## src/rtl/presc_pkg.sv

```systemverilog
package presc_pkg;

    // Phase of the current output period.
    typedef enum logic {
        PH_RUN   = 1'b0,
        PH_EXTRA = 1'b1
    } phase_e;

    localparam int unsigned TICKS_PER_SEC = 32768;

endpackage

```

## src/rtl/presc_cfg.sv

```systemverilog
module presc_cfg #(
    parameter int unsigned INT_W     = 13,
    parameter int unsigned FRAC_W    = 15,
    parameter int unsigned INT_RESET = 1
) (
    input  logic              clk,
    input  logic              rst_n,
    input  logic              int_wr,
    input  logic [INT_W-1:0]  int_wdata,
    input  logic              frac_wr,
    input  logic [FRAC_W-1:0] frac_wdata,
    output logic [INT_W-1:0]  int_val_o,
    output logic [FRAC_W-1:0] frac_val_o,
    output logic [INT_W-1:0]  int_next_o,
    output logic              restart_o
);

    typedef struct packed {
        logic [INT_W-1:0]  int_val;
        logic [FRAC_W-1:0] frac_val;
    } cfg_t;

    cfg_t cfg_d, cfg_q;

    always_comb begin
        cfg_d = cfg_q;
        if (int_wr) begin
            cfg_d.int_val = int_wdata;
        end
        if (frac_wr) begin
            cfg_d.frac_val = frac_wdata;
        end
    end

    always_ff @(posedge clk or negedge rst_n) begin
        if (!rst_n) begin
            cfg_q.int_val  <= INT_W'(INT_RESET);
            cfg_q.frac_val <= '0;
        end else begin
            cfg_q <= cfg_d;
        end
    end

    assign int_val_o  = cfg_q.int_val;
    assign frac_val_o = cfg_q.frac_val;
    assign int_next_o = cfg_d.int_val;
    assign restart_o  = int_wr | frac_wr;

    assert_int_nonzero_R2: assert property (@(posedge clk) disable iff (!rst_n)
        int_wr |-> (int_wdata != '0));

    assert_int_stored_R2: assert property (@(posedge clk) disable iff (!rst_n)
        int_wr |=> (int_val_o == $past(int_wdata)));

    assert_frac_stored_R2: assert property (@(posedge clk) disable iff (!rst_n)
        frac_wr |=> (frac_val_o == $past(frac_wdata)));

endmodule

```

## src/rtl/presc_int_cnt.sv

```systemverilog
module presc_int_cnt #(
    parameter int unsigned INT_W     = 13,
    parameter int unsigned INT_RESET = 1
) (
    input  logic             clk,
    input  logic             rst_n,
    input  logic             en,
    input  logic             restart,
    input  logic             reload,
    input  logic [INT_W-1:0] load_val,
    output logic             cnt_zero_o
);

    typedef struct packed {
        logic [INT_W-1:0] cnt;
    } cnt_state_t;

    cnt_state_t st_d, st_q;

    always_comb begin
        st_d = st_q;
        if (restart) begin
            st_d.cnt = load_val;
        end else if (en) begin
            if (st_q.cnt != '0) begin
                st_d.cnt = st_q.cnt - INT_W'(1);
            end else if (reload) begin
                st_d.cnt = load_val;
            end
        end
    end

    always_ff @(posedge clk or negedge rst_n) begin
        if (!rst_n) begin
            st_q.cnt <= INT_W'(INT_RESET);
        end else begin
            st_q <= st_d;
        end
    end

    assign cnt_zero_o = (st_q.cnt == '0);

    assert_cnt_hold_R7: assert property (@(posedge clk) disable iff (!rst_n)
        (!en && !restart) |=> $stable(st_q.cnt));

    assert_cnt_restart_R8: assert property (@(posedge clk) disable iff (!rst_n)
        restart |=> (st_q.cnt == $past(load_val)));

endmodule

```

## src/rtl/presc_frac_acc.sv

```systemverilog
module presc_frac_acc #(
    parameter int unsigned FRAC_W = 15
) (
    input  logic              clk,
    input  logic              rst_n,
    input  logic              restart,
    input  logic              step,
    input  logic [FRAC_W-1:0] frac_val,
    output logic              carry_o
);

    typedef struct packed {
        logic [FRAC_W-1:0] acc;
    } acc_state_t;

    acc_state_t st_d, st_q;
    logic [FRAC_W:0] sum;

    always_comb begin
        sum  = {1'b0, st_q.acc} + {1'b0, frac_val};
        st_d = st_q;
        if (restart) begin
            st_d.acc = '0;
        end else if (step) begin
            st_d.acc = sum[FRAC_W-1:0];
        end
    end

    always_ff @(posedge clk or negedge rst_n) begin
        if (!rst_n) begin
            st_q.acc <= '0;
        end else begin
            st_q <= st_d;
        end
    end

    assign carry_o = sum[FRAC_W];

    assert_acc_cleared_R8: assert property (@(posedge clk) disable iff (!rst_n)
        restart |=> (st_q.acc == '0));

    assert_acc_hold_R7: assert property (@(posedge clk) disable iff (!rst_n)
        (!restart && !step) |=> $stable(st_q.acc));

endmodule

```

## src/rtl/frac_tick_divider.sv

```systemverilog
module frac_tick_divider #(
    parameter int unsigned INT_W     = 13,
    parameter int unsigned FRAC_W    = 15,
    parameter int unsigned INT_RESET = 1
) (
    input  logic              clk_i,
    input  logic              rst_ni,
    input  logic              en_i,
    input  logic              int_wr_i,
    input  logic [INT_W-1:0]  int_wdata_i,
    input  logic              frac_wr_i,
    input  logic [FRAC_W-1:0] frac_wdata_i,
    output logic [INT_W-1:0]  int_rdata_o,
    output logic [FRAC_W-1:0] frac_rdata_o,
    output logic              tick_o
);

    import presc_pkg::*;

    typedef struct packed {
        phase_e phase;
        logic   tick;
    } seq_t;

    seq_t seq_d, seq_q;

    logic [INT_W-1:0]  int_val;
    logic [FRAC_W-1:0] frac_val;
    logic [INT_W-1:0]  int_next;
    logic              restart;
    logic              cnt_zero;
    logic              carry;
    logic              step;
    logic              period_end;

    presc_cfg #(
        .INT_W    (INT_W),
        .FRAC_W   (FRAC_W),
        .INT_RESET(INT_RESET)
    ) i_cfg (
        .clk       (clk_i),
        .rst_n     (rst_ni),
        .int_wr    (int_wr_i),
        .int_wdata (int_wdata_i),
        .frac_wr   (frac_wr_i),
        .frac_wdata(frac_wdata_i),
        .int_val_o (int_val),
        .frac_val_o(frac_val),
        .int_next_o(int_next),
        .restart_o (restart)
    );

    presc_int_cnt #(
        .INT_W    (INT_W),
        .INT_RESET(INT_RESET)
    ) i_int_cnt (
        .clk       (clk_i),
        .rst_n     (rst_ni),
        .en        (en_i),
        .restart   (restart),
        .reload    (period_end),
        .load_val  (int_next),
        .cnt_zero_o(cnt_zero)
    );

    presc_frac_acc #(
        .FRAC_W(FRAC_W)
    ) i_frac_acc (
        .clk     (clk_i),
        .rst_n   (rst_ni),
        .restart (restart),
        .step    (step),
        .frac_val(frac_val),
        .carry_o (carry)
    );

    always_comb begin
        step       = en_i && cnt_zero && (seq_q.phase == PH_RUN) && !restart;
        period_end = en_i && cnt_zero && !restart &&
                     ((seq_q.phase == PH_EXTRA) || !carry);

        seq_d      = seq_q;
        seq_d.tick = period_end;
        if (restart) begin
            seq_d.phase = PH_RUN;
        end else if (step && carry) begin
            seq_d.phase = PH_EXTRA;
        end else if (en_i && (seq_q.phase == PH_EXTRA)) begin
            seq_d.phase = PH_RUN;
        end
    end

    always_ff @(posedge clk_i or negedge rst_ni) begin
        if (!rst_ni) begin
            seq_q.phase <= PH_RUN;
            seq_q.tick  <= 1'b0;
        end else begin
            seq_q <= seq_d;
        end
    end

    assign tick_o       = seq_q.tick;
    assign int_rdata_o  = int_val;
    assign frac_rdata_o = frac_val;

    assert_single_pulse_R6: assert property (@(posedge clk_i) disable iff (!rst_ni)
        tick_o |=> !tick_o);

    assert_no_tick_disabled_R7: assert property (@(posedge clk_i) disable iff (!rst_ni)
        !en_i |=> !tick_o);

    assert_extra_at_zero_R4: assert property (@(posedge clk_i) disable iff (!rst_ni)
        (seq_q.phase == PH_EXTRA) |-> cnt_zero);

    assert_extra_one_cycle_R4: assert property (@(posedge clk_i) disable iff (!rst_ni)
        ((seq_q.phase == PH_EXTRA) && en_i && !restart) |=> tick_o);

endmodule

```

## config.mk

```make
export PLATFORM = sky130hd
export DESIGN_NAME = frac_tick_divider
export DESIGN_NICKNAME = d
export VERILOG_FILES = /design/src/rtl/presc_pkg.sv /design/src/rtl/presc_cfg.sv /design/src/rtl/presc_int_cnt.sv /design/src/rtl/presc_frac_acc.sv /design/src/rtl/frac_tick_divider.sv
export SDC_FILE = /design/constraint.sdc
export NUM_CORES = 1
export LEC_CHECK = 0
export ABC_AREA = 0
export BUFFER_PORTS_ARGS = -buffer_cell sky130_fd_sc_hd__buf_4
export CAP_MARGIN = 5
export CORE_MARGIN = 5
export CORE_UTILIZATION = 60
export CTS_BUF_LIST = sky130_fd_sc_hd__clkbuf_4 sky130_fd_sc_hd__clkbuf_8 sky130_fd_sc_hd__clkbuf_16
export DETAILED_ROUTE_END_ITERATION = 10
export MAX_ROUTING_LAYER = met4
export PLACE_DENSITY = 0.84
export SLEW_MARGIN = 20
export SYNTH_ARGS = -nofsm -noshare
export SYNTH_HDL_FRONTEND = slang
export SYNTH_SLANG_ARGS = --single-unit
```

## constraint.sdc

```tcl
create_clock -name clk_i -period 3.8 [get_ports clk_i]
set_input_delay 0.57 -clock clk_i [delete_from_list [all_inputs] [get_ports clk_i]]
set_output_delay 0.57 -clock clk_i [all_outputs]
set_load 0.01 [all_outputs]
```

==> results_dict.tcl <==
set metrics [dict create \
    dp.final_hpwl_mm 5.52 \
    vias_per_cell 6.00 \
    finalInstanceArea_um2 3960 \
    power.total_mw 1.55 \
    crit-reg2reg-capture "i_frac_acc.st_q[12]" \
    synth_top_family_by_area "compound AO/OA/AOI/OAI gates" \
    crit_path_start "i_cfg.frac_val_o[0]" \
    clkLatencyLatePin_ps 340 \
    reg2reg_slack_ps 1040 \
    path_buf_inv 0 \
    ir_drop_mv 0.354 \
    start_util 0.608 \
    critPathKind "reg2reg" \
    dieArea_um2 7060 \
    rows 27 \
    diodes 0 \
    skew_ps 7.01 \
    fp.dieW_um 84.0 \
    synth_fa_ha_area_frac 0.0708 \
    cts_sinks 58 \
    p_leak_nw 1.80 \
    ys_seq_area_frac 0.442 \
    final_layout_size_suffix_gt1_frac 0.316 \
    path_max_fanout 4 \
    die_h_um 84.0 \
    drt-total-wl_mm 7.72 \
    drtIter0Drc 144 \
    finalSetupViolCount 0 \
    cpMostUsedCell "o21ai_0" \
    synth_warnings 0 \
    drv_cap 0 \
    clockBufferDepth 2 \
    final_common_cell "buf_4" \
    core_um2 5410 \
    ctsHoldBuffers 0 \
    via_count 2749 \
    ys_ff_latch 58 \
    overflow 0 \
    critPathMaxStageDelay_ps 710 \
    postSynthAreaPerCell_um2 10.2 \
    critPathTopFamily "compound AO/OA/AOI/OAI gates" \
    dr.pass1.iters 4 \
    grt_use_total 0.242 \
    yosys.area_share.simple 0.136 \
    fin_tns_setup_ps 0 \
    dpl-instance-area_um2 3780 \
    antenna_found_initial 0 \
    run_status "finished clean" \
    wl_met3_um 497 \
    layout_common_cells "buf_4 (63), dfrtp_1 (56), o21ai_0 (34)" \
    path_cells "ha_1 > fa_1 > a21oi_1 > o21ai_0 > a2111oi_0 > o31ai_1 > xnor2_1 > o21ai_0" \
    whs_ps 290 \
    h-tree-depth 3 \
    fmax_mhz 362 \
    hold_viol 0 \
    final_max_slew_viol_count 0 \
    grt_max_degree 59 \
    reg2regPathDepth 8 \
    synth_edf_count 0 \
    hp-class "in2async" \
    reg2reg_from "i_cfg.frac_val_o[0]" \
    met2_length_mm 3.96 \
    wl_met1_mm 3.13 \
    cp_slowest_cell "a2111oi_0" \
    worst_slew_pin_slew_ps 838 \
    min_period_ps 2760 \
    cts-root-buf "clkbuf_8" \
    cp-end-kind "flop" \
    post_cts_resized 0 \
    portBuffers 61 \
    synth_area_um2 3290 \
    grt_pass1_vias 2765 \
    cts_tree "built" \
    highest-signal-layer "met4" \
    power_density_nw_per_um2 391 \
    layout-area-overhead-vs-synth_pct 20.4 \
    synth-xor-area-share 0.0346 \
    required_ps 4000 \
    cts_post_setup_buffers_inserted 0 \
    drc_errors 0 \
    cts_buffers 9 \
    rsz0062_at_grt "no" \
    ys_types 50 \
    crit_end "i_frac_acc.st_q[12]" \
    syn_nets 373 \
    post-route-period-util 0.726 \
    routabilityCongestion 0.933 \
    startpoint_type "flop" \
    async_flop_share 1.00 \
    grt_first_pass_wirelength_mm 13.4 \
    muxShareOfSynthArea 0.102 \
    ant_nets 0 \
    path_clk_slew_ps 70 \
    worst_ep_arrival_time_ps 2960 \
    synth_compound_area_frac 0.185 \
    slew_headroom 0.438 \
    wl_per_cell_um 16.8 \
    syn_inst 322 \
    crit_cells 8 \
    ys.flop_type "dfrtp_1" \
    nets 432 \
    io-pin-count 62 \
]
## final cells by class
type                            count  area [um2]
Multi-Input combinational cell    243        1740
Sequential cell                    58        1450
Fill cell                         403        1450
Timing Repair Buffer               63         473
Clock buffer                       13         166
Tap cell                           72        90.1
Inverter                            6        22.5
Clock inverter                      3        15.0
## worst min-delay path by stage
stage / cells after the start / from / to / slack [ps]
floorplan: 0 / rst_ni / i_cfg.frac_val_o[0] / 270
global placement: 2 / i_frac_acc.st_q[8] / i_frac_acc.st_q[8] / 470
detailed placement: 2 / i_frac_acc.st_q[8] / i_frac_acc.st_q[8] / 480
CTS: 1 / rst_ni / i_frac_acc.st_q[2] / 310
global route: 1 / rst_ni / i_cfg.frac_val_o[7] / 340
finish: 1 / rst_ni / i_frac_acc.st_q[2] / 290
## logic make-up (layout without fill, tap and decap cells)
group / Yosys count / after routing
AOI/OAI and AO/OA: 92 / 92
xor gates and xnor gates: 13 / 13
adders and majority gates: 18 / 18
buffers and inverters: 21 / 85
DFF: 58 / 58
muxes: 30 / 30
and+or+nand+nor: 90 / 90
## flip-flops by register name, indices dropped and copies added, names as in the netlist
register          flops
i_cfg.frac_val_o     15
tick_o                1
i_frac_acc.st_q      15
i_cfg.int_val_o      13
seq_q                 1
i_int_cnt.st_q       13
## cell usage after synthesis (all sizes together), types with 3 or more instances
library cell	n	area [um2]
mux2	28	315
nor3	7	51.3
dfrtp	56	1400
a22o	6	52.6
inv	6	22.5
or2	3	18.8
o21bai	3	22.5
ha	17	213
nor2	23	88.8
clkbuf	8	30.0
a21oi	17	85.1
buf	7	42.5
xnor2	10	87.6
nand2	28	105
o21ai	35	175
a21o	5	37.5
o31ai	5	37.5
nand4	5	31.3
nand3	13	65.1
a211oi	7	62.6
a221oi	5	68.8
xor2	3	26.3
or4	3	22.5
## routing by layer
metal  vias up  global-route usage
met4         0              0.0848
met3        14              0.0563
li1       1313                   -
met5         -                   -
met1      1319               0.292
met2       103               0.398
## through the flow
| step | instances | worst slack [ps] | utilization |
|---|---|---|---|
| finish | 458 | 1040 | 0.733 |
| global route | 458 | 798 | 0.733 |
| CTS | 458 | 1090 | 0.733 |
| detailed placement | 442 | 1130 | 0.699 |
| global placement | 442 | 1180 | 0.699 |
| floorplan | 322 | 1430 | - |
## report_power, final
part,internal (mW),leakage [nW],switching (mW)
Combinational,0.148,0.985,0.150
Sequential,0.674,0.713,0.0469
Clock,0.284,0.100,0.245
Power figures use the tool's default switching activity.
